<file path="src/rtl/eep3w_pkg.sv">
package eep3w_pkg;

  typedef enum logic [2:0] {
    ST_IDLE,
    ST_LO,
    ST_HI,
    ST_WAIT,
    ST_FIN
  } seq_state_t;

  typedef struct packed {
    logic       wfr;
    logic       hiz;
    logic       rd;
    logic [3:0] cnt;
  } eep_cfg_t;

  localparam int CTL_WFR_BIT  = 7;
  localparam int CTL_BUSY_BIT = 6;
  localparam int CTL_HIZ_BIT  = 5;
  localparam int CTL_RD_BIT   = 4;

  // Split a control byte into fields, clamping the clock count to the word size.
  function automatic eep_cfg_t decode_ctl(input logic [7:0] v, input int max_bits);
    eep_cfg_t c;
    c.wfr = v[CTL_WFR_BIT];
    c.hiz = v[CTL_HIZ_BIT];
    c.rd  = v[CTL_RD_BIT];
    c.cnt = (v[3:0] > 4'(max_bits)) ? 4'(max_bits) : v[3:0];
    return c;
  endfunction

endpackage

</file>
<file path="src/rtl/eep3w_phase_timer.sv">
module eep3w_phase_timer #(
  parameter int HALF = 2
) (
  input  logic clk,
  input  logic rst,
  input  logic restart,
  input  logic run,
  output logic tick
);
  localparam int PW = (HALF > 1) ? $clog2(HALF) : 1;
  localparam logic [PW-1:0] PH_TOP = PW'(HALF - 1);

  logic [PW-1:0] ph;

  always_ff @(posedge clk) begin
    if (rst) begin
      ph <= '0;
    end else if (restart) begin
      ph <= PH_TOP;
    end else if (run) begin
      ph <= (ph == '0) ? PH_TOP : ph - 1'b1;
    end
  end

  assign tick = run && (ph == '0);

  AST_PHASE_RANGE: assert property (@(posedge clk) disable iff (rst)
    ph <= PH_TOP);

endmodule

</file>
<file path="src/rtl/eep3w_shreg.sv">
module eep3w_shreg #(
  parameter int DATA_W = 8
) (
  input  logic              clk,
  input  logic              rst,
  input  logic              load_en,
  input  logic [DATA_W-1:0] load_val,
  input  logic              start_wr,
  input  logic              start_rd,
  input  logic              shift_en,
  input  logic              cap_en,
  input  logic              sd_in,
  output logic [DATA_W-1:0] data_q,
  output logic              out_bit
);
  localparam int MSB = DATA_W - 1;

  always_ff @(posedge clk) begin
    if (rst) begin
      data_q  <= '0;
      out_bit <= 1'b0;
    end else if (load_en) begin
      data_q <= load_val;
    end else if (start_rd) begin
      data_q  <= '0;
      out_bit <= 1'b0;
    end else if (start_wr) begin
      out_bit <= data_q[MSB];
    end else if (shift_en) begin
      data_q  <= {data_q[MSB-1:0], 1'b0};
      out_bit <= data_q[MSB-1];
    end else if (cap_en) begin
      data_q <= {data_q[MSB-1:0], sd_in};
    end
  end

  AST_NO_SHIFT_AND_CAPTURE: assert property (@(posedge clk) disable iff (rst)
    !(shift_en && cap_en));

endmodule

</file>
<file path="src/rtl/eep3w_seq.sv">
module eep3w_seq
  import eep3w_pkg::*;
(
  input  logic     clk,
  input  logic     rst,
  input  logic     start,
  input  eep_cfg_t cfg_in,
  input  logic     tick,
  input  logic     sd_in,
  output logic     busy,
  output logic     irq,
  output logic     sclk,
  output logic     sd_oe,
  output logic     start_wr,
  output logic     start_rd,
  output logic     shift_en,
  output logic     cap_en,
  output logic     run,
  output eep_cfg_t cfg_q
);
  seq_state_t state;
  logic [3:0] bits_left;
  logic       sd_in_q;
  logic       last_bit;
  logic       ready_rise;
  logic       hold_for_ready;

  assign last_bit       = (bits_left == 4'd1);
  assign ready_rise     = sd_in && !sd_in_q;
  assign hold_for_ready = cfg_q.wfr && cfg_q.hiz;
  assign run            = (state == ST_LO) || (state == ST_HI);
  assign start_wr       = start && !cfg_in.rd && (cfg_in.cnt != 4'd0);
  assign start_rd       = start &&  cfg_in.rd && (cfg_in.cnt != 4'd0);
  assign cap_en         = (state == ST_LO) && tick && cfg_q.rd;
  assign shift_en       = (state == ST_HI) && tick && !last_bit && !cfg_q.rd;

  always_ff @(posedge clk) begin
    if (rst) begin
      state     <= ST_IDLE;
      busy      <= 1'b0;
      irq       <= 1'b0;
      sclk      <= 1'b0;
      sd_oe     <= 1'b1;
      bits_left <= 4'd0;
      cfg_q     <= '0;
      sd_in_q   <= 1'b0;
    end else begin
      irq     <= 1'b0;
      sd_in_q <= sd_in;
      case (state)
        ST_IDLE: begin
          if (start) begin
            cfg_q     <= cfg_in;
            busy      <= 1'b1;
            bits_left <= cfg_in.cnt;
            if (cfg_in.cnt == 4'd0) begin
              sd_oe <= !cfg_in.hiz;
              state <= (cfg_in.wfr && cfg_in.hiz) ? ST_WAIT : ST_FIN;
            end else begin
              sd_oe <= !cfg_in.rd;
              state <= ST_LO;
            end
          end
        end
        ST_LO: begin
          if (tick) begin
            sclk  <= 1'b1;
            state <= ST_HI;
            if (last_bit) sd_oe <= !cfg_q.hiz;
          end
        end
        ST_HI: begin
          if (tick) begin
            sclk      <= 1'b0;
            bits_left <= bits_left - 4'd1;
            if (last_bit) state <= hold_for_ready ? ST_WAIT : ST_FIN;
            else          state <= ST_LO;
          end
        end
        ST_WAIT: begin
          if (ready_rise) state <= ST_FIN;
        end
        ST_FIN: begin
          busy  <= 1'b0;
          irq   <= 1'b1;
          state <= ST_IDLE;
        end
        default: state <= ST_IDLE;
      endcase
    end
  end

  AST_IRQ_ON_BUSY_FALL: assert property (@(posedge clk) disable iff (rst)
    irq |-> (!busy && $past(busy)));

  AST_SCLK_LOW_IDLE: assert property (@(posedge clk) disable iff (rst)
    !busy |-> !sclk);

  AST_READ_RELEASED: assert property (@(posedge clk) disable iff (rst)
    (state == ST_LO && cfg_q.rd) |-> !sd_oe);

  AST_HIZ_AFTER_LAST: assert property (@(posedge clk) disable iff (rst)
    (state == ST_HI && last_bit && cfg_q.hiz) |-> !sd_oe);

  AST_WAIT_HOLDS: assert property (@(posedge clk) disable iff (rst)
    (state == ST_WAIT && !ready_rise) |=> busy);

  AST_NO_WAIT_WITHOUT_HIZ: assert property (@(posedge clk) disable iff (rst)
    (state == ST_WAIT) |-> cfg_q.hiz);

endmodule

</file>
<file path="src/rtl/eep3w_engine.sv">
module eep3w_engine
  import eep3w_pkg::*;
#(
  parameter int DATA_W   = 8,
  parameter int SCLK_DIV = 4
) (
  input  logic              clk,
  input  logic              rst,
  input  logic              ctl_wr,
  input  logic              dat_wr,
  input  logic [7:0]        wdata,
  output logic [7:0]        ctl_rdata,
  output logic [DATA_W-1:0] dat_rdata,
  output logic              irq,
  output logic              sclk,
  output logic              sd_out,
  output logic              sd_oe,
  input  logic              sd_in
);
  localparam int HALF = (SCLK_DIV < 2) ? 1 : SCLK_DIV / 2;

  eep_cfg_t cfg_new;
  eep_cfg_t cfg_q;
  logic     busy;
  logic     start;
  logic     load_en;
  logic     tick;
  logic     run;
  logic     start_wr;
  logic     start_rd;
  logic     shift_en;
  logic     cap_en;

  assign cfg_new = decode_ctl(wdata, DATA_W);
  assign start   = ctl_wr && !busy;
  assign load_en = dat_wr && !busy && !ctl_wr;

  eep3w_phase_timer #(.HALF(HALF)) u_timer (
    .clk     (clk),
    .rst     (rst),
    .restart (start),
    .run     (run),
    .tick    (tick)
  );

  eep3w_seq u_seq (
    .clk      (clk),
    .rst      (rst),
    .start    (start),
    .cfg_in   (cfg_new),
    .tick     (tick),
    .sd_in    (sd_in),
    .busy     (busy),
    .irq      (irq),
    .sclk     (sclk),
    .sd_oe    (sd_oe),
    .start_wr (start_wr),
    .start_rd (start_rd),
    .shift_en (shift_en),
    .cap_en   (cap_en),
    .run      (run),
    .cfg_q    (cfg_q)
  );

  eep3w_shreg #(.DATA_W(DATA_W)) u_shreg (
    .clk      (clk),
    .rst      (rst),
    .load_en  (load_en),
    .load_val (wdata[DATA_W-1:0]),
    .start_wr (start_wr),
    .start_rd (start_rd),
    .shift_en (shift_en),
    .cap_en   (cap_en),
    .sd_in    (sd_in),
    .data_q   (dat_rdata),
    .out_bit  (sd_out)
  );

  assign ctl_rdata = {1'b0, busy, cfg_q.hiz, cfg_q.rd, cfg_q.cnt};

  AST_CTL_IGNORED_BUSY: assert property (@(posedge clk) disable iff (rst)
    (busy && ctl_wr) |=> $stable(ctl_rdata[5:0]));

  AST_DAT_IGNORED_BUSY: assert property (@(posedge clk) disable iff (rst)
    (busy && dat_wr && !run) |=> $stable(dat_rdata));

  AST_OUT_STABLE_HIGH: assert property (@(posedge clk) disable iff (rst)
    sclk |-> $stable(sd_out));

  AST_COUNT_CLAMPED: assert property (@(posedge clk) disable iff (rst)
    ctl_rdata[3:0] <= 4'(DATA_W));

endmodule

</file>
<file path="config.mk">
export PLATFORM = sky130hd
export DESIGN_NAME = eep3w_engine
export DESIGN_NICKNAME = d
export VERILOG_FILES = /design/src/rtl/eep3w_pkg.sv /design/src/rtl/eep3w_phase_timer.sv /design/src/rtl/eep3w_shreg.sv /design/src/rtl/eep3w_seq.sv /design/src/rtl/eep3w_engine.sv
export SDC_FILE = /design/constraint.sdc
export NUM_CORES = 1
export LEC_CHECK = 0
export BUFFER_PORTS_ARGS = -buffer_cell sky130_fd_sc_hd__buf_2
export CORE_UTILIZATION = 49
export CTS_CLUSTER_DIAMETER = 50
export DETAILED_ROUTE_END_ITERATION = 8
export PLACE_DENSITY = 0.78
export REMOVE_ABC_BUFFERS = 1
export SYNTH_ARGS = -nofsm -noshare
export SYNTH_HDL_FRONTEND = slang
export SYNTH_SLANG_ARGS = --single-unit
</file>
<file path="constraint.sdc">
create_clock -name clk -period 2 [get_ports clk]
set_input_delay 0.1 -clock clk [delete_from_list [all_inputs] [get_ports clk]]
set_output_delay 0.1 -clock clk [all_outputs]
set_load 0.1 [all_outputs]
</file>
After elaboration in Yosys (flattened, before gate mapping)
Index checks and enable logic that the tools add are counted.
{"block": "totals", "word_cells": 108, "input_bits": 13, "regBits": 29, "output_inout_bits": 20}
{"block": "classes", "n_mux": 35, "bitwise": 2, "n_eq_ne": 11, "n_reduce_logical": 43, "order_cmp": 1, "addsub": 2}
{"cell": "two-way mux 8 bit", "count": 5}
{"cell": "two-way mux 3 bit", "count": 8}
{"cell": "logical AND 1 bit", "count": 16}
{"cell": "two-way mux 1 bit", "count": 14}
{"cell": "two-way mux 4 bit", "count": 3}
{"cell": "case mux 3 bit (4 select lines)", "count": 1}
{"cell": "inequality test 2 x 1 -> 1 bit (second input constant)", "count": 5}
{"cell": "nonzero test 2 bit", "count": 5}
{"cell": "logical NOT 1 bit", "count": 8}
{"cell": "case mux 4 bit (2 select lines)", "count": 1}
{"cell": "AND reduction 2 bit", "count": 4}
{"cell": "AND reduction 4 bit", "count": 2}
{"cell": "nonzero test 4 bit", "count": 2}
{"cell": "== test 3 x 2 -> 1 bit (second input constant)", "count": 2}
{"cell": "case mux 1 bit (2 select lines)", "count": 3}
{"cell": "AND reduction 3 bit", "count": 2}
{"cell": "== test 4 x 1 -> 1 bit (second input constant)", "count": 1}
{"cell": "> comparator 4 bit (second input constant)", "count": 1}
{"cell": "logical NOT 4 bit", "count": 1}
{"cell": "subtractor 4 x 1 -> 4 bit (second input constant)", "count": 1}
{"cell": "== test 3 x 1 -> 1 bit (second input constant)", "count": 1}
{"cell": "== test 3 bit (second input constant)", "count": 1}
{"cell": "logical NOT 3 bit", "count": 1}
{"cell": "inequality test 3 x 2 -> 1 bit (second input constant)", "count": 1}
{"cell": "other kinds (4)", "count": 5}

Longest topological paths before layout
Gate-level depths: netlist of the first run.
{"block": "logic_depth", "depth_word": 10, "ltp_mapped": 8, "depth_no_buf": 7}

By module
A second synthesis of the first run with hierarchy kept.
{"block": "hier_totals", "hier_cells": 190, "area_unflattened_um2": 1706.6}
{"module": "eep3w_seq", "cells_each": 120, "instances": 1, "seq_area_each_um2": 380.4, "area_per_inst_um2": 1049.8}
{"module": "eep3w_shreg", "cells_each": 56, "instances": 1, "seq_area_each_um2": 180.2, "area_per_inst_um2": 550.5}
{"module": "eep3w_engine", "cells_each": 9, "instances": 1, "seq_area_each_um2": 0.0, "area_per_inst_um2": 60.1}
{"module": "eep3w_phase_timer", "cells_each": 5, "instances": 1, "seq_area_each_um2": 20.0, "area_per_inst_um2": 46.3}

Worst setup path after synthesis of the first run
Ideal clock, no wire load.
{"block": "synth_path", "path_kind": "register to register", "start": "reg u_seq.bits_left[0]", "end": "reg u_shreg.data_q[0]", "arrival_time_ns": 1.691, "path_stages_with_launch": 8, "slack_ns": 0.185, "period_less_slack_ns": 1.815, "path_cell_list": "dfxtp_1 -> ha_1 -> or3b_2 -> a31oi_2 -> a31oi_4 -> buf_6 -> nor2_2 -> a211oi_2"}
{"block": "synth_via", "elab_chain_cells": 8, "elab_cells_between_ends": 10, "classes_between": "eq/ne: 1; mux: 4; reduce/logical: 5"}
{"element": "from (decl)", "line_no": "eep3w_seq.sv:22", "source": "logic [3:0] bits_left;"}
{"element": "from (signal assigned)", "line_no": "eep3w_seq.sv:55", "source": "bits_left <= cfg_in.cnt;"}
{"element": "from (signal assigned)", "line_no": "eep3w_seq.sv:75", "source": "bits_left <= bits_left - 4'd1;"}
{"element": "== test 4 x 1 -> 1 bit *", "line_no": "eep3w_seq.sv:28", "source": "assign last_bit = (bits_left == 4'd1);"}
{"element": "logical NOT 1 bit *", "line_no": "eep3w_seq.sv:35", "source": "assign shift_en = (state == ST_HI) && tick && !last_bit && !cfg_q.rd;"}
{"element": "logical AND 1 bit * (2 in series)", "line_no": "eep3w_seq.sv:35"}
{"element": "two-way mux 8 bit", "line_no": "eep3w_shreg.sv:29", "source": "end else if (shift_en) begin"}
{"element": "two-way mux 8 bit", "line_no": "eep3w_shreg.sv:27", "source": "end else if (start_wr) begin"}
{"element": "two-way mux 8 bit", "line_no": "eep3w_shreg.sv:24", "source": "end else if (start_rd) begin"}
{"element": "two-way mux 8 bit", "line_no": "eep3w_shreg.sv:22", "source": "end else if (load_en) begin"}
{"element": "to (signal assigned)", "line_no": "eep3w_shreg.sv:23", "source": "data_q <= load_val;"}
{"element": "to (signal assigned)", "line_no": "eep3w_shreg.sv:30", "source": "data_q <= {data_q[MSB-1:0], 1'b0};"}
{"element": "to (signal assigned)", "line_no": "eep3w_shreg.sv:33", "source": "data_q <= {data_q[MSB-1:0], sd_in};"}
{"element": "to (decl)", "line_no": "eep3w_shreg.sv:13", "source": "output logic [DATA_W-1:0] data_q,"}
Every way passes the cells marked *; elsewhere a longest branch is shown, timed or not. The select of a mux whose other input is x is not followed.
A chain may end at the register's enable or synchronous reset.

Worst setup path in the final report of the first run
{"block": "layout_path", "start": "reg u_seq.state[0]", "end": "reg u_shreg.data_q[2]"}
{"block": "layout_via", "elab_chain_cells": 10, "elab_cells_between_ends": 15, "classes_between": "eq/ne: 2; mux: 4; reduce/logical: 9"}
{"element": "from (decl)", "line_no": "eep3w_seq.sv:21", "source": "seq_state_t state;"}
{"element": "from (signal assigned)", "line_no": "eep3w_seq.sv:58", "source": "state <= (cfg_in.wfr && cfg_in.hiz) ? ST_WAIT : ST_FIN;"}
{"element": "from (signal assigned)", "line_no": "eep3w_seq.sv:76", "source": "if (last_bit) state <= hold_for_ready ? ST_WAIT : ST_FIN;"}
{"element": "== test 3 x 1 -> 1 bit or == test 3 x 2 -> 1 bit (tied branches)", "line_no": "eep3w_seq.sv:31, eep3w_seq.sv:34, eep3w_seq.sv:35"}
{"element": "logical OR 1 bit", "line_no": "eep3w_seq.sv:31", "source": "assign run = (state == ST_LO) || (state == ST_HI);"}
{"element": "logical AND 1 bit", "line_no": "eep3w_phase_timer.sv:25", "source": "assign tick = run && (ph == '0);"}
{"element": "logical AND 1 bit (3 in series)", "line_no": "eep3w_seq.sv:35"}
{"element": "two-way mux 8 bit", "line_no": "eep3w_shreg.sv:29"}
{"element": "two-way mux 8 bit", "line_no": "eep3w_shreg.sv:27"}
{"element": "two-way mux 8 bit", "line_no": "eep3w_shreg.sv:24"}
{"element": "two-way mux 8 bit", "line_no": "eep3w_shreg.sv:22"}
Several ways; a longest one is shown, not always the timed one. The select of a mux whose other input is x is not followed.

==> results_dict.tcl, run 1 <==
set metrics [dict create \
    post_dp_cell_area_um2 1880 \
    synth_top_family_by_area "simple AND/OR/NAND/NOR gates" \
    path_clk_slew_ps 90 \
    yosys_warnings 0 \
    grt_pass1_vias 1290 \
    first_pass_iters 5 \
    synthMuxAreaShare 0.0348 \
    end_kind "register" \
    synth_cell_types 54 \
    fin_tns_setup_ps 0 \
    p_leak_nw 0.831 \
    fin_area_um2 1970 \
    status "finished, final reports clean" \
    crit_fanout 12 \
    die_x_um 61.4 \
    dp_slack_ps 3.04 \
    ys_ff_latch 29 \
    skew_ps 5.27 \
    grt.total_usage 0.221 \
    swShare 0.529 \
    peakVddDrop_mv 0.909 \
    vias 1497 \
    drc 0 \
    final_cell_mix "31 x buf_2, 29 x dfxtp_1, 22 x nand2_1" \
    synth_compound_area_frac 0.249 \
    p_int_mw 1.37 \
    synthFlopType "dfxtp_1" \
    seq_power_share 0.289 \
    use_met3 0.0441 \
    fin_cells 274 \
    synth.largest_area_cell "dfxtp_1" \
    via_per_inst 5.46 \
    rsz0062_at_grt "false" \
    gp_congestion 0.847 \
    totalWireLength_mm 3.75 \
    p_sw_mw 1.54 \
    flow.area_growth_from_synthesis_pct 13.8 \
    dp_hpwl_mm 2.86 \
    grt_busiest_layer "met2" \
    required_ps 2260 \
    fillCellCount 320 \
    critPathLaunchType "register" \
    power_density_nw_per_um2 1480 \
    syn_avg_cell_area_um2 8.77 \
    fin_ws_ps 172 \
    netlist_top_cells_area "dfxtp_1 34%, a211oi_2 5.1%, buf_4 4.8%" \
    min_period_over_period 0.914 \
    first_iter_violations 80 \
    fin_total_pwr_mw 2.91 \
    place.port_buffers 31 \
    cp.arrival_ps 2090 \
    syn-cell-area_um2 1730 \
    fin_crit_ps 1830 \
    cts_buffer_depth 2 \
    yosys.area_share.simple 0.257 \
    slew_violations 0 \
    yosysTopAreaCellShare 0.336 \
    grt_pass1_wl_mm 5.97 \
    gr-usage-met1 0.304 \
    core.rowCount 21 \
    grt_antenna_before_repair 0 \
    num_antenna_cells 0 \
    wire_per_inst_um 13.7 \
    antenna_left 0 \
    synthArstFlopShare 0 \
    layout_commonest_cell "buf_2" \
    hold_buffers 0 \
    grt_max_degree 16 \
    dieHeight_um 61.4 \
    pwr-share-comb 0.591 \
    cts_htree_levels 2 \
    synth_fa_ha_area_frac 0.0145 \
    hold_path_class "input port to register" \
    placed_cells 264 \
    cts_tree "done" \
    fp.coreArea_um2 3360 \
    overflow 0 \
    setup_viol 0 \
    fmax_mhz 547 \
    clock_sinks 29 \
    cts_root_buf "clkbuf_4" \
    insertion_delay_ps 340 \
    yosysSeqAreaShare 0.336 \
    crit_type "register to register" \
    start_util 0.514 \
    synthCells 197 \
    synth_edf_count 0 \
    nNetsFinal 242 \
    ios 33 \
    cts_buffers 5 \
    multi_input_area_um2 992 \
    seq_area_um2 581 \
    hold_viol_final 0 \
    p_clk_frac 0.120 \
    die_area_um2 3770 \
    synth_xor_area_frac 0.0101 \
    cap_violations 0 \
    grt_use_met2 0.331 \
    drive_gt1_frac 0.329 \
]
## area by class of cell
cell class	instances	share of cell area
well taps	46	0.0293
repair buffers	44	0.135
inverters	5	0.00955
flip-flops and latches	29	0.295
multi-input cells	142	0.505
clock inverters	2	0.00509
clock buffers	6	0.0210
## timing repair
item                       CTS  global route
hold endpoints to repair     0             0
setup buffers                2             0
pin swaps                    1             1
gates resized for setup      0             2
setup endpoints to repair    3             8
## metal layers
metal | up-vias | part of all wire
li1 | 758 | -
met1 | 683 | 0.47
met2 | 48 | 0.45
met3 | 8 | 0.069
met4 | 0 | 0.013
met5 | - | 0
## state kept, by name, indices dropped and copies added, names as in the netlist
signal           cells
u_shreg.data_q       8
u_seq.cfg_q          7
u_seq.bits_left      4
u_seq.state          3
u_seq.busy           1
u_seq.irq            1
u_seq.sclk           1
u_seq.sd_in_q        1
u_seq.sd_oe          1
u_shreg.out_bit      1
u_timer.ph           1
## kinds of logic (layout without fill, tap and decap cells)
| kind of cell | after synthesis | in the layout |
|---|---|---|
| compound gates | 54 | 54 |
| xor+xnor | 2 | 2 |
| mux | 6 | 6 |
| simple gates | 77 | 77 |
| fa+ha+maj | 2 | 2 |
| other cells | 1 | 1 |
| flops | 29 | 29 |
| buf+inv | 26 | 57 |
## final timing paths
path	endpoint	startpoint	slack, ps	depth (start not counted)
worst min register to register	u_seq.bits_left[1]	u_seq.bits_left[1]	480	2
worst min-delay path	u_seq.sd_in_q	sd_in	20	2
worst max-delay path	u_shreg.data_q[2]	u_seq.state[0]	170	6
worst max register to register	u_shreg.data_q[2]	u_seq.state[0]	170	6
## synth_stat cells (all sizes together) (2+ instances only)
library cell / instances
mux2i: 6
clkbuf: 3
a221oi: 2
inv: 5
nand2b: 5
a2bb2oi: 6
nor3b: 6
nor2: 21
nand4b: 2
nor2b: 2
buf: 18
nor4b: 2
dfxtp: 29
ha: 2
or3b: 2
nand2: 22
a22o: 2
a211oi: 10
nand3: 4
a21oi: 13
a311oi: 2
o21ai: 8
a31oi: 4
nor3: 2
and2: 2
## through the flow
stage	hold WS [ps]	utilization
floorplan	165	-
global placement	367	0.558
detailed placement	376	0.558
CTS	22.4	0.581
global route	33.1	0.584
finish	21.0	0.584
## power by group through the flow
stage / Sequential, mW / Combinational (mW) / Clock [mW]
2_1_floorplan: 1.49 / 0.671 / 0
3_3_place_gp: 0.849 / 1.64 / 0
3_5_place_dp: 0.853 / 1.66 / 0
4_1_cts: 0.840 / 1.71 / 0.352
5_1_grt: 0.860 / 1.83 / 0.385
6_report: 0.842 / 1.72 / 0.349
## critical path, cell delays in order (launching register included)
cell and delay (ps):
dfxtp_1 440, nor4b_2 450, a31oi_4 180, a31oi_4 290, buf_4 170, nor2_1 50, a211oi_2 180
(Power assumes the default switching activity.)
==> run 2: changes to the inputs <==
- ABC_AREA: not set -> 1
- GPL_TIMING_DRIVEN: not set -> 0
==> run 2 against run 1 <==
Synthesized cell count is 32% higher; first-iteration DRC count shrank 10%; sequential power increased by 1%; worst setup slack better by 350 ps; clock skew up 1.9 ps; clock power grew 6.6%; clock-buffer cell count up 1; global-route usage is 0.29 points higher; flip-flop and latch count is the same; critical endpoint is now u_shreg.data_q[6]; worst hold slack lost 7.4 ps; critical path type unchanged.
==> results_dict.tcl, run 2 <==
set metrics [dict create \
    holdWs_ps 13.6 \
    crit_fanout 12 \
    flow.area_growth_from_synthesis_pct 10.5 \
    drive_gt1_frac 0.244 \
    slew_violations 0 \
    vias 1649 \
    placed_cells 326 \
    cts_buffers 5 \
    dp_slack_ps 540 \
    fin_total_pwr_mw 3.01 \
    netlist_top_cells_area "dfxtp_1 33%, nand2_1 12%, nor2_1 9.2%" \
    seq_power_share 0.284 \
    die_area_um2 3810 \
    num_antenna_cells 0 \
    clock_sinks 29 \
    slew-limit-headroom 0.661 \
    fmax_mhz 675 \
    rsz0062_at_grt "false" \
    fillCellCount 380 \
    yosysSeqAreaShare 0.333 \
    die_x_um 61.7 \
    p_sw_mw 1.70 \
    crit_chain "inv_2, nand2_1, nor2_1, nand2_2, o21ai_2, nor2_4, nor2_8, nand2_1, nand2_1, nor2_1" \
    p_clk_frac 0.123 \
    swShare 0.563 \
    r2r_cells 10 \
    power_density_nw_per_um2 1560 \
    cts_tree "done" \
    synth_edf_count 0 \
    syn_avg_cell_area_um2 6.69 \
    fin_crit_ps 1480 \
    synthCells 261 \
    cp_num_cells 10 \
    cap_violations 0 \
    via_per_inst 4.95 \
    required_ps 2240 \
    largest_reg_flops 8 \
    dp_hpwl_mm 2.78 \
    antenna_left 0 \
    timing.rr.start "u_seq.busy" \
    postCtsSetupBuffers 0 \
    cpMostUsedCell "nand2_1" \
    grt_pass1_vias 1425 \
    fin_tns_setup_ps 0 \
    p_int_mw 1.31 \
    yosys_warnings 0 \
    grt.total_usage 0.224 \
    worst_slew_pin_slew_ps 508 \
    largestRegisters "u_shreg.data_q x8, u_seq.cfg_q x7, u_seq.bits_left x4" \
    fin_ws_ps 517 \
    cts_htree_levels 2 \
    hold_viol_final 0 \
    overflow 0 \
    top_register "u_shreg.data_q" \
    holdCritStartpoint "sd_in" \
    place.port_buffers 31 \
    cts_buffer_depth 2 \
    r2r-end "u_shreg.data_q[6]" \
    grt_antenna_before_repair 0 \
    ctsResizeCount 0 \
    reg2reg_slack_ps 520 \
    layout_commonest_cell "nand2_1" \
    final_cell_mix "54 x nand2_1, 43 x nor2_1, 31 x inv_1, 31 x buf_2, 29 x dfxtp_1" \
    end_kind "register" \
    crit_path_top_delay_cell "dfxtp_1" \
    min_period_over_period 0.741 \
    grt_pass1_wl_mm 6.13 \
    nNetsFinal 302 \
    pwr-share-comb 0.593 \
    ios 33 \
    cp.arrival_ps 1720 \
    p_leak_nw 1.01 \
    synthFlopType "dfxtp_1" \
    peakVddDrop_mv 0.755 \
    gp_congestion 0.875 \
    synth_cell_types 31 \
    path_clk_slew_ps 80 \
    synth.largest_area_cell "dfxtp_1" \
    synthTopCellsByCount "54 x nand2_1, 43 x nor2_1, 31 x inv_1" \
    drc 0 \
    start_util 0.519 \
    grt_max_degree 18 \
    insertion_delay_ps 340 \
    hold_path_class "input port to register" \
    first_pass_iters 4 \
    setup_viol 0 \
    cp_top_family "simple AND/OR/NAND/NOR gates" \
    fp.coreArea_um2 3360 \
    cts_root_buf "clkbuf_4" \
    crit_buf_inv 1 \
    synth.most_common_cell "nand2_1" \
    min_path_cells 3 \
    hold_buffers 0 \
    ys_ff_latch 29 \
    critPathMaxStageDelay_ps 330 \
    hold_path_end "u_seq.sd_in_q" \
    fin_cells 333 \
    core.rowCount 21 \
    critPathLaunchType "register" \
    syn-cell-area_um2 1750 \
    synthArstFlopShare 0 \
    first_iter_violations 72 \
    dieHeight_um 61.7 \
    totalWireLength_mm 3.72 \
    skew_ps 7.14 \
    crit_type "register to register" \
    yosysTopAreaCellShare 0.333 \
    wire_per_inst_um 11.2 \
    status "finished, final reports clean" \
]
## run 2: cell types whose count changed in the layout (fill, tap and decap cells not counted), sizes merged, moves of 12 or more
cell and change:
buf -13, inv +34, nand2 +41, nand3 +12
nor2 +29, o21ai +12
## run 2: power by group through the flow
| stage | logic [mW] | registers (mW) | clock network [mW] |
|---|---|---|---|
| floorplan | 0.833 | 1.53 | 0 |
| global placement | 1.75 | 0.865 | 0 |
| CTS | 1.79 | 0.853 | 0.378 |
| global route | 1.95 | 0.873 | 0.403 |
| detailed placement | 1.78 | 0.865 | 0 |
| finish | 1.79 | 0.854 | 0.372 |
## run 2: metrics by stage
step,utilization,instance area (um^2)
finish,0.573,1930
global route,0.573,1930
CTS,0.573,1930
detailed placement,0.557,1870
global placement,0.557,1870
floorplan,-,1660
## run 2: final cells by class
cell class / instances / area [um^2] / share of cell area
clock buffer: 7 / 55.1 / 0.0286
inverter: 39 / 146 / 0.0759
multi-input combinational: 181 / 933 / 0.484
sequential: 29 / 581 / 0.301
tap: 46 / 57.6 / 0.0299
timing repair buffer: 31 / 155 / 0.0805
## run 2: logic make-up after synthesis
group                    after synthesis  synth area share
AND/OR/NAND/NOR                      132             0.367
buffers and inverters                 51             0.133
AO/OA/AOI/OAI                         44             0.141
flip-flops                            29             0.333
XOR/XNOR                               2            0.0100
adder cells (fa/ha/maj)                2            0.0143
other                                  1           0.00215
## run 2: worst max path at each step
stage / start / to
after floorplan: u_seq.busy / u_shreg.data_q[6]
after global routing: u_seq.busy / u_shreg.data_q[5]
final: u_seq.busy / u_shreg.data_q[6]
after CTS: u_seq.busy / u_shreg.data_q[6]
after global placement: u_seq.busy / u_shreg.data_q[4]
after detailed placement: u_seq.busy / u_shreg.data_q[6]
## run 2: per-layer routing
| layer | share of wire | track usage | up-vias |
|---|---|---|---|
| li1 | - | - | 860 |
| met1 | 0.48 | 0.285 | 744 |
| met2 | 0.46 | 0.355 | 37 |
| met3 | 0.043 | 0.0462 | 8 |
| met4 | 0.022 | 0.124 | 0 |
| met5 | 0 | 0 | - |
## run 2: worst min-delay path: cells and delay by family
family                 cells  cell delay, ps
and+or+nand+nor            1              80
buffers and inverters      2             130
==> run 3: changes to the inputs <==
- ABC_AREA: 1 -> 0
- PLACE_DENSITY: 0.78 -> 0.81
- clock period: 2 -> 1.3 ns (I/O delays scaled with it)
==> run 3 against run 2 <==
The run now ends with negative setup slack left; worst setup slack worse by 990 ps; via count up 1.4%; highest routed layer unchanged; clock skew up 7.0 ps.
==> results_dict.tcl, run 3 (synthesized netlist as in run 1, its figures left out) <==
set metrics [dict create \
    cp.arrival_ps 2050 \
    cts_root_buf "clkbuf_4" \
    cts_buffers 5 \
    status "complete, but fails checks" \
    holdWs_ps 15.0 \
    num_antenna_cells 0 \
    clock_sinks 29 \
    gp_congestion 0.820 \
    cap_violations 0 \
    critPathLaunchType "register" \
    start_util 0.514 \
    hold_path_class "input port to register" \
    ios 33 \
    min_period_over_period 1.36 \
    nNetsFinal 254 \
    finish.utilization 0.692 \
    cts_htree_levels 2 \
    antenna_left 0 \
    fin_area_um2 2330 \
    slew_violations 0 \
    largestRegisters "u_shreg.data_q x8, u_seq.cfg_q x7, u_seq.bits_left x4" \
    place.port_buffers 31 \
    top_register "u_shreg.data_q" \
    core.rowCount 21 \
    dp_hpwl_mm 2.55 \
    fmax_mhz 565 \
    final_cell_mix "28 x buf_2, 22 x dfxtp_1, 19 x nand2_1" \
    largest_reg_flops 8 \
    first_iter_violations 80 \
    die_x_um 61.4 \
    setup_viol 18 \
    fin_tns_setup_ps -5490 \
    insertion_delay_ps 350 \
    crit_type "register to register" \
    dieHeight_um 61.4 \
    fp.coreArea_um2 3360 \
    grt_pass1_vias 1570 \
    cts_tree "done" \
    power_density_nw_per_um2 2320 \
    slew-limit-headroom 0.564 \
    peakVddDrop_mv 1.45 \
    layout_commonest_cell "buf_2" \
    required_ps 1580 \
    violations "negative setup slack" \
    post_dp_cell_area_um2 1790 \
    fin_ws_ps -471 \
    crit_fanout 5 \
    worst_slew_pin_slew_ps 649 \
    grt_max_degree 27 \
    vias 1672 \
    fin_crit_ps 1770 \
    p_leak_nw 0.957 \
    cts_buffer_depth 2 \
    totalWireLength_mm 4.85 \
    drc 0 \
    skew_ps 14.1 \
    path_clk_slew_ps 100 \
    grt_antenna_before_repair 0 \
    end_kind "register" \
    overflow 0 \
    grt_pass1_wl_mm 7.30 \
    wire_per_inst_um 17.0 \
    grt.total_usage 0.271 \
    via_per_inst 5.87 \
    rsz0062_at_grt "true" \
    drive_gt1_frac 0.473 \
    die_area_um2 3770 \
    flow.area_growth_from_synthesis_pct 34.8 \
    hold_viol_final 0 \
    first_pass_iters 4 \
]
[run 3: cell count changes in the layout (fill, tap and decap cells not counted), moves of 6 or more]
cell / before / now
dfxtp_1: 29 / 22
nand2_1: 54 / 19
nor2_1: 43 / 14
inv_1: 31 / 4
nand3_1: 13 / 1
a211oi_2: 0 / 7
mux2i_1: 0 / 6
inv_2: 8 / 1
o21ai_0: 13 / 3
buf_6: 0 / 8
buf_4: 0 / 12
a2bb2oi_1: 0 / 6
[run 3: critical path, stage by stage, from the launching register on]
cell and delay (ps):
dfxtp_2 330, inv_2 70, ha_4 120, or3b_4 400
a31oi_4 260, a31oi_4 200, buf_12 180, a211oi_2 160
[run 3: path summary, 6_finish.rpt]
kind | startpoint | to | slack [ps] | depth (start not counted)
hold reg to reg | u_seq.cfg_q[1] | u_seq.cfg_q[1] | 510 | 2
hold / removal | wdata[7] | u_seq.cfg_q[6] | 20 | 3
setup / recovery | u_seq.bits_left[1] | u_shreg.data_q[7] | -470 | 7
setup reg to reg | u_seq.bits_left[1] | u_shreg.data_q[7] | -470 | 7
[run 3: power by group]
| part | leakage (nW) | switching, mW | total [mW] | internal [mW] |
|---|---|---|---|---|
| Clock | 0.0410 | 0.343 | 0.734 | 0.391 |
| Sequential | 0.242 | 0.287 | 1.41 | 1.13 |
| Combinational | 0.674 | 2.07 | 3.26 | 1.18 |
[run 3: timing repair]
item | CTS | global route
hold endpoints to repair | 1 | 0
setup endpoints to repair | 26 | 24
gates resized for setup | 48 | 15
pin swaps | 13 | 14
cloned | 2 | 0
hold buffers | 1 | 0
setup buffers | 19 | 3
[run 3: layout make-up]
type,instances,area (um^2)
Clock buffer,5,37.5
Clock inverter,2,35.0
Fill cell,269,1030
Inverter,5,18.8
Multi-Input combinational cell,144,1170
Sequential cell,29,599
Tap cell,46,57.6
Timing Repair Buffer,54,405
[run 3: stage by stage]
| stage | setup slack, ps | instances | total power, mW |
|---|---|---|---|
| after floorplan | -888 | 176 | 3.33 |
| after global placement | -795 | 253 | 3.70 |
| after detailed placement | -815 | 253 | 3.73 |
| after CTS | -429 | 282 | 5.14 |
| after global routing | -530 | 285 | 5.64 |
| final | -471 | 285 | 5.40 |
[run 3: layer usage]
layer	track usage	wire, um
met5	0	0
met4	0.102	74
met3	0.0840	331
met2	0.447	2510
met1	0.333	1930
